**config.mk**
```make
export PLATFORM = sky130hd
export DESIGN_NAME = spi_tx_path
export DESIGN_NICKNAME = d
export VERILOG_FILES = /design/src/rtl/spi_tx_pkg.sv /design/src/rtl/spi_tx_hold.sv /design/src/rtl/spi_tx_shift.sv /design/src/rtl/spi_tx_irq.sv /design/src/rtl/spi_tx_path.sv
export SDC_FILE = /design/constraint.sdc
export NUM_CORES = 1
export LEC_CHECK = 0
export ABC_AREA = 1
export ABC_CLOCK_PERIOD_IN_PS = 3000
export CAP_MARGIN = 20
export CORE_ASPECT_RATIO = 1.5
export CORE_MARGIN = 5
export CORE_UTILIZATION = 55
export CTS_CLUSTER_SIZE = 10
export DETAILED_ROUTE_END_ITERATION = 6
export PLACE_DENSITY = 0.79
export SLEW_MARGIN = 20
export SYNTH_ARGS = -nofsm -noshare
export SYNTH_HDL_FRONTEND = slang
export SYNTH_HIERARCHICAL = 1
export SYNTH_SLANG_ARGS = --single-unit
```
**constraint.sdc**
```tcl
create_clock -name clk -period 3 [get_ports clk]
set_input_delay 0.3 -clock clk [delete_from_list [all_inputs] [get_ports clk]]
set_output_delay 0.3 -clock clk [all_outputs]
set_load 0.02 [all_outputs]
```
**src/rtl/spi_tx_pkg.sv**
```systemverilog
package spi_tx_pkg;
  localparam int TX_WORD_W  = 16;
  localparam int TX_SHORT_W = 8;

  typedef enum logic {ORDER_MSB = 1'b0, ORDER_LSB = 1'b1} tx_order_e;
  typedef enum logic {LEN_SHORT = 1'b0, LEN_FULL = 1'b1} tx_len_e;
endpackage

```
**src/rtl/spi_tx_hold.sv**
```systemverilog
module spi_tx_hold #(
  parameter int DATA_W = spi_tx_pkg::TX_WORD_W
) (
  input  logic              clk,
  input  logic              rst_n,
  input  logic              wr_en,
  input  logic [DATA_W-1:0] wr_data,
  input  logic              take,
  output logic [DATA_W-1:0] hold_data,
  output logic              empty
);
  // A host write wins over a take in the same cycle.
  // The shift side has already copied the old word in that cycle.
  always_ff @(posedge clk or negedge rst_n) begin
    if (!rst_n) begin
      hold_data <= '0;
      empty     <= 1'b1;
    end else if (wr_en) begin
      hold_data <= wr_data;
      empty     <= 1'b0;
    end else if (take) begin
      empty     <= 1'b1;
    end
  end
endmodule

```
**src/rtl/spi_tx_shift.sv**
```systemverilog
module spi_tx_shift
  import spi_tx_pkg::*;
#(
  parameter int DATA_W  = TX_WORD_W,
  parameter int SHORT_W = TX_SHORT_W
) (
  input  logic              clk,
  input  logic              rst_n,
  input  logic              step,
  input  logic [DATA_W-1:0] hold_data,
  input  logic              hold_full,
  input  logic              lsb_first,
  input  logic              frame16,
  output logic              mosi,
  output logic              load_evt,
  output logic              idle
);
  localparam int CNT_W = $clog2(DATA_W + 1);

  // Number of bits in one frame for the selected length.
  function automatic logic [CNT_W-1:0] frame_bits(input tx_len_e len_sel);
    return (len_sel == LEN_FULL) ? CNT_W'(DATA_W) : CNT_W'(SHORT_W);
  endfunction

  // Arrange the word so that the bit to send next is always in the top position.
  function automatic logic [DATA_W-1:0] line_up(input logic [DATA_W-1:0] d,
                                                input tx_order_e order,
                                                input tx_len_e len_sel);
    logic [DATA_W-1:0] s;
    int len;
    s   = '0;
    len = (len_sel == LEN_FULL) ? DATA_W : SHORT_W;
    for (int k = 0; k < DATA_W; k++) begin
      if (k < len) begin
        s[DATA_W-1-k] = (order == ORDER_LSB) ? d[k] : d[len-1-k];
      end
    end
    return s;
  endfunction

  logic [DATA_W-1:0] sreg;
  logic [CNT_W-1:0]  bits_left;
  logic [DATA_W-1:0] seq;
  tx_order_e         order_sel;
  tx_len_e           len_sel;

  assign order_sel = tx_order_e'(lsb_first);
  assign len_sel   = tx_len_e'(frame16);
  assign seq       = line_up(hold_data, order_sel, len_sel);
  assign idle      = (bits_left == '0);
  assign load_evt  = step && idle && hold_full;

  always_ff @(posedge clk or negedge rst_n) begin
    if (!rst_n) begin
      sreg      <= '0;
      bits_left <= '0;
      mosi      <= 1'b0;
    end else if (load_evt) begin
      mosi      <= seq[DATA_W-1];
      sreg      <= seq << 1;
      bits_left <= frame_bits(len_sel) - CNT_W'(1);
    end else if (step && !idle) begin
      mosi      <= sreg[DATA_W-1];
      sreg      <= sreg << 1;
      bits_left <= bits_left - CNT_W'(1);
    end
  end
endmodule

```
**src/rtl/spi_tx_irq.sv**
```systemverilog
module spi_tx_irq (
  input  logic empty,
  input  logic irq_en,
  output logic irq
);
  assign irq = empty & irq_en;
endmodule

```
**src/rtl/spi_tx_path.sv**
```systemverilog
module spi_tx_path
  import spi_tx_pkg::*;
#(
  parameter int DATA_W  = TX_WORD_W,
  parameter int SHORT_W = TX_SHORT_W
) (
  input  logic              clk,
  input  logic              rst_n,
  input  logic              en,
  input  logic              sck_en,
  input  logic              lsb_first,
  input  logic              frame16,
  input  logic              empty_ie,
  input  logic              wr_en,
  input  logic [DATA_W-1:0] wr_data,
  output logic              mosi,
  output logic              tx_empty,
  output logic              tx_irq
);
  logic              step;
  logic              load_evt;
  logic              shift_idle;
  logic [DATA_W-1:0] hold_q;

  assign step = en & sck_en;

  spi_tx_hold #(.DATA_W(DATA_W)) u_hold (
    .clk       (clk),
    .rst_n     (rst_n),
    .wr_en     (wr_en),
    .wr_data   (wr_data),
    .take      (load_evt),
    .hold_data (hold_q),
    .empty     (tx_empty)
  );

  spi_tx_shift #(.DATA_W(DATA_W), .SHORT_W(SHORT_W)) u_shift (
    .clk       (clk),
    .rst_n     (rst_n),
    .step      (step),
    .hold_data (hold_q),
    .hold_full (!tx_empty),
    .lsb_first (lsb_first),
    .frame16   (frame16),
    .mosi      (mosi),
    .load_evt  (load_evt),
    .idle      (shift_idle)
  );

  spi_tx_irq u_irq (
    .empty  (tx_empty),
    .irq_en (empty_ie),
    .irq    (tx_irq)
  );
endmodule

```
==> results of run 1 <==
-- cell type report --
cell class	instances	area, sq um	share of cell area [%]
clock inverters	1	5.00	0.207
multi-input cells	200	975	40.4
well taps	43	53.8	2.23
repair buffers	27	263	10.9
flip-flops and latches	38	952	39.4
clock buffers	7	86.3	3.58
inverters	20	80.1	3.32
-- report_power, final --
part           internal (W)  switching [W]
Sequential         0.000649       0.000107
Clock              0.000185       0.000167
Combinational      0.000180       0.000255
Total               0.00101       0.000529
-- layer usage --
metal,GRT usage (%),part of all wire (%),vias up
li1,-,-,910
met3,3.77,4.5,11
met5,0,0,-
met2,34.7,52,44
met1,22.5,41,848
met4,8.09,2.5,0
-- cell usage in the layout, fill, tap and decap left out, drive strengths merged --
cell           count
nand3b             1
o21ai             13
o211ai            22
dfrtp             37
buf                2
nand4              1
clkbuf             7
o2bb2ai            1
clkdlybuf4s50     25
dfstp              1
clkinv             1
ha                 1
inv               20
nor2              10
a21oi              4
nand2            132
nand3             15
-- cell families after synthesis --
family,count (synthesis),share of synthesized area [%]
adders and majority gates,1,0.593
DFF,38,45.2
and+or+nand+nor,159,32.9
buffers and inverters,33,8.60
AOI/OAI and AO/OA,40,12.7
-- worst register-to-register path, cell delays in order (launching register included) --
cell and delay (ns):
dfrtp_1 0.41, nor2_2 0.18, nand3_4 0.12, o21ai_2 0.40, buf_4 0.26, nor2_1 0.08
nand3b_1 0.08, nand2_1 0.05
-- through the flow --
| step | total power (W) | instances | utilization, % |
|---|---|---|---|
| finish | 0.00154 | 336 | 65.6 |
| global route | 0.00165 | 336 | 65.6 |
| CTS | 0.00156 | 336 | 65.6 |
| detailed placement | 0.00120 | 328 | 63.1 |
| global placement | 0.00119 | 328 | 63.1 |
| floorplan | 0.00107 | 271 | - |
-- path summary, 6_finish.rpt --
path	to	slack, ns	start	cells after the start
max in group asynchronous	u_shift/sreg[10]	2.39	rst_n	1
min reg2reg	u_shift/sreg[15]	0.48	u_shift/sreg[15]	2
max	u_shift/sreg[15]	1.07	frame16	6
min	u_shift/bits_left[1]	0.10	rst_n	1
min in group clk	u_shift/sreg[15]	0.48	u_shift/sreg[15]	2
max reg2reg	u_shift/bits_left[4]	1.31	u_shift/bits_left[3]	7
-- registers in the layout, summed over array words and instances (netlist names) --
register	cells
u_shift/mosi	1
u_hold/hold_data	16
u_shift/sreg	15
u_hold/empty	1
u_shift/bits_left	5
==> impl_metrics.env, run 1 <==
export IMPL_drive_above_1_share_pct=9.90
export IMPL_hold_buffers=0
export IMPL_synthArstFlopShare_pct=100
export IMPL_area_delta_synth_final_pct=14.5
export IMPL_setup_violations_final=0
export IMPL_cts_resized=0
export IMPL_worst_pin_slew_ns=0.812
export IMPL_outcome="complete, no violations"
export IMPL_root_buffer="clkbuf_8"
export IMPL_cp_num_buf_inv=2
export IMPL_yosysTopAreaCell="dfrtp_1"
export IMPL_clkLatencyLatePin_ns=0.29
export IMPL_synth_top_flop_cell="dfrtp_1"
export IMPL_max_freq_mhz=517
export IMPL_first_global_vias=1763
export IMPL_die_w_microns=60.6
export IMPL_finalCritPeriodShare_pct=64.4
export IMPL_dpl_hpwl_mm=3.33
export IMPL_post_route_min_period_ns=1.93
export IMPL_diodes=0
export IMPL_min_path_type="in2async"
export IMPL_yosys_warnings=6
export IMPL_crit_path_max_incr_delay_ns=0.79
export IMPL_dr_pass1_iters=4
export IMPL_worstSetupPathType="in2reg"
export IMPL_synth_top_area_share_pct=43.9
export IMPL_timing_final_ws_setup_ns=1.07
export IMPL_final_area_sq_mm=0.00241
export IMPL_hold_ws_ns=0.102
export IMPL_clockBufferDepth=2
export IMPL_hold_violations=0
export IMPL_detail_route_wl_per_cell_microns=13.2
export IMPL_crit_path_frequent_cell="o211ai_1"
export IMPL_initial_core_util_pct=57.3
export IMPL_ant_nets=0
export IMPL_peakVddDrop_mv=0.506
export IMPL_drc=0
export IMPL_netlist_top_cells_area="dfrtp_1, nand2_1, o211ai_1, inv_1, nand3_1"
export IMPL_pre_cts_ws_ns=0.803
export IMPL_ys_seq_area_share_pct=45.2
export IMPL_h_tree_depth=2
export IMPL_grt_overflow_total=0
export IMPL_cts_tree="yes"
export IMPL_drtIter0Drc=74
export IMPL_drv_slew=0
export IMPL_antenna_found_initial=0
export IMPL_wl_mm=4.42
export IMPL_netlist_instances=271
export IMPL_crit_required_ns=3.17
export IMPL_path_max_fanout=21
export IMPL_tns_ns=0
export IMPL_syn_nets=296
export IMPL_max_slew_margin_rel_pct=45.9
export IMPL_power_leakage_nw=1.17
export IMPL_worstSetupStartpointType="input pin"
export IMPL_maxCapViolCount=0
export IMPL_clk_pin_slew_ns=0.07
export IMPL_fin_nets=317
export IMPL_powerDensity_mw_per_mm2=639
export IMPL_cp_top_family="buffers and inverters"
export IMPL_path_cells="clkdlybuf4s50_1 > inv_1 > o211ai_1 > nand3_1 > o211ai_1 > nand2_1"
export IMPL_track_usage_pct=19.7
export IMPL_synth_edf_count=0
export IMPL_clock_sinks=38
export IMPL_via_per_inst=5.40
export IMPL_cts_setup_buffers=0
export IMPL_place_congestion=0.848
export IMPL_rows=27
export IMPL_fp_dieH_microns=85.8
export IMPL_grt_max_degree=39
export IMPL_rsz0062_at_grt="false"
export IMPL_critPathSlowestCell="clkdlybuf4s50_1"
export IMPL_vias=1813
export IMPL_numCtsBuffers=5
export IMPL_die_area_sq_mm=0.00520
export IMPL_syn_area_per_cell_sq_um=7.78
export IMPL_nFillCells=334
export IMPL_dpl_instance_area_sq_mm=0.00232
export IMPL_worstPathArrival_ns=2.10
export IMPL_ys_top_cells_by_count="nand2_1, dfrtp_1, o211ai_1, inv_1, nand3_1"
export IMPL_crit_path_end_kind="flip-flop"
export IMPL_core_region_area_sq_mm=0.00368
export IMPL_io_pins=27
export IMPL_mappedNetlistArea_sq_mm=0.00211
export IMPL_yosys_cell_types_count=26
export IMPL_port_buffers=26
export IMPL_yosys_register_bits=38
export IMPL_grt_pass1_wl_mm=7.77
export IMPL_clock_skew_ns=0.00411
export IMPL_yosysMostFrequentCell="nand2_1"
No activity file was read; power rests on OpenSTA's default activity.
==> run 2: changes to the inputs <==
Settings changed: ABC_CLOCK_PERIOD_IN_PS 3000 to 1950.
Clock period 3 ns to 1.95 ns, I/O delays scaled along.
==> impl_metrics.env, run 2 (synthesis gave the netlist of run 1 again) <==
export IMPL_crit_path_max_incr_delay_ns=0.59
export IMPL_max_freq_mhz=579
export IMPL_fp_dieH_microns=85.8
export IMPL_rows=27
export IMPL_peakVddDrop_mv=0.619
export IMPL_cts_setup_buffers=0
export IMPL_powerDensity_mw_per_mm2=972
export IMPL_dr_pass1_iters=4
export IMPL_clkLatencyLatePin_ns=0.29
export IMPL_crit_path_end_kind="output pin"
export IMPL_first_global_vias=1781
export IMPL_setup_violations_final=0
export IMPL_grt_pass1_wl_mm=8.04
export IMPL_core_region_area_sq_mm=0.00368
export IMPL_via_per_inst=5.28
export IMPL_hold_buffers=0
export IMPL_hold_violations=0
export IMPL_critPathSlowestCell="clkdlybuf4s50_1"
export IMPL_grt_max_degree=39
export IMPL_port_buffers=26
export IMPL_drv_slew=0
export IMPL_cts_resized=0
export IMPL_cp_top_family="buffers and inverters"
export IMPL_largest_reg_flops=16
export IMPL_crit_start="u_hold/empty"
export IMPL_die_w_microns=60.6
export IMPL_cts_tree="yes"
export IMPL_final_cell_mix="nand2_1, dfrtp_1, clkdlybuf4s50_1"
export IMPL_max_slew_margin_rel_pct=44.3
export IMPL_ant_nets=0
export IMPL_r2r_start="u_shift/bits_left[3]"
export IMPL_io_pins=27
export IMPL_place_congestion=0.856
export IMPL_drtIter0Drc=76
export IMPL_path_cells="nand2_1 > inv_1 > clkdlybuf4s50_1"
export IMPL_power_leakage_nw=1.19
export IMPL_worstSetupStartpointType="flip-flop"
export IMPL_diodes=0
export IMPL_numCtsBuffers=5
export IMPL_initial_core_util_pct=57.3
export IMPL_cp_num_buf_inv=2
export IMPL_final_common_cell="nand2_1"
export IMPL_area_delta_synth_final_pct=16.3
export IMPL_totalPowerFinal_w=0.00238
export IMPL_track_usage_pct=20.2
export IMPL_detail_route_wl_per_cell_microns=13.2
export IMPL_largest_register="u_hold/hold_data"
export IMPL_die_area_sq_mm=0.00520
export IMPL_crit_required_ns=1.75
export IMPL_worst_pin_slew_ns=0.836
export IMPL_h_tree_depth=2
export IMPL_finalCritPeriodShare_pct=88.5
export IMPL_grt_overflow_total=0
export IMPL_clockBufferDepth=2
export IMPL_tns_ns=0
export IMPL_post_route_min_period_ns=1.73
export IMPL_rsz0062_at_grt="false"
export IMPL_clk_pin_slew_ns=0.07
export IMPL_worstSetupPathType="reg2out"
export IMPL_drc=0
export IMPL_fin_nets=322
export IMPL_outcome="complete, no violations"
export IMPL_reg_top3="u_hold/hold_data: 16 flops, u_shift/sreg: 15 flops, u_shift/bits_left: 5 flops"
export IMPL_antenna_found_initial=0
export IMPL_wl_mm=4.49
export IMPL_min_path_type="in2async"
export IMPL_clock_skew_ns=0.00492
export IMPL_vias=1800
export IMPL_root_buffer="clkbuf_8"
export IMPL_dpl_hpwl_mm=3.35
export IMPL_path_max_fanout=4
export IMPL_drive_above_1_share_pct=11.4
export IMPL_worstPathArrival_ns=1.53
export IMPL_clock_sinks=38
export IMPL_maxCapViolCount=0
-- run 2: changes by cell type in the layout (fill, tap and decap cells not counted), sizes merged --
| cell | before | now |
|---|---|---|
| buf | 2 | 7 |
-- run 2: where the power goes --
group	total, W	internal [W]	switching [W]	leakage, nW
Combinational	0.000683	0.000285	0.000398	0.681
Sequential	0.00115	0.000998	0.000155	0.465
Clock	0.000546	0.000285	0.000261	0.0482
Total	0.00238	0.00157	0.000815	1.19
-- run 2: worst paths after layout --
path | end | slack (ns) | cells past startpoint
setup / recovery | tx_irq | 0.22 | 3
hold / removal | u_shift/bits_left[4] | 0.008 | 1
setup reg to reg | u_shift/bits_left[1] | 0.44 | 6
hold reg to reg | u_shift/sreg[1] | 0.48 | 2
max in group asynchronous | u_shift/sreg[14] | 1.42 | 1
min in group clk | u_hold/hold_data[2] | 0.44 | 3
-- run 2: area by class of cell --
class / instances / area [sq um]
fill: 335 / 1230
multi-input combinational: 200 / 975
sequential: 38 / 952
timing repair buffer: 32 / 300
clock buffer: 7 / 86.3
inverter: 20 / 80.1
tap: 43 / 53.8
clock inverter: 1 / 5.00
-- run 2: stage by stage --
| stage | hold WS, ns | cells | utilization (%) | setup WS, ns | cell area, sq um |
|---|---|---|---|---|---|
| floorplan | -0.101 | 271 | - | 0.574 | 2110 |
| detailed placement | 0.351 | 333 | 64.1 | 0.205 | 2360 |
| global route | 0.0836 | 341 | 66.6 | 0.165 | 2450 |
| global placement | 0.340 | 333 | 64.1 | 0.259 | 2360 |
| finish | 0.00774 | 341 | 66.6 | 0.224 | 2450 |
| CTS | 0.0351 | 341 | 66.6 | 0.202 | 2450 |
-- run 2: per-layer routing --
layer  GRT usage, %  share of wire (%)  vias up
met1           24.5                 42      823
met3           3.77                3.8       13
met2           33.8                 51       41
met5              0                  0        -
met4           9.66                3.2        0
li1               -                  -      923
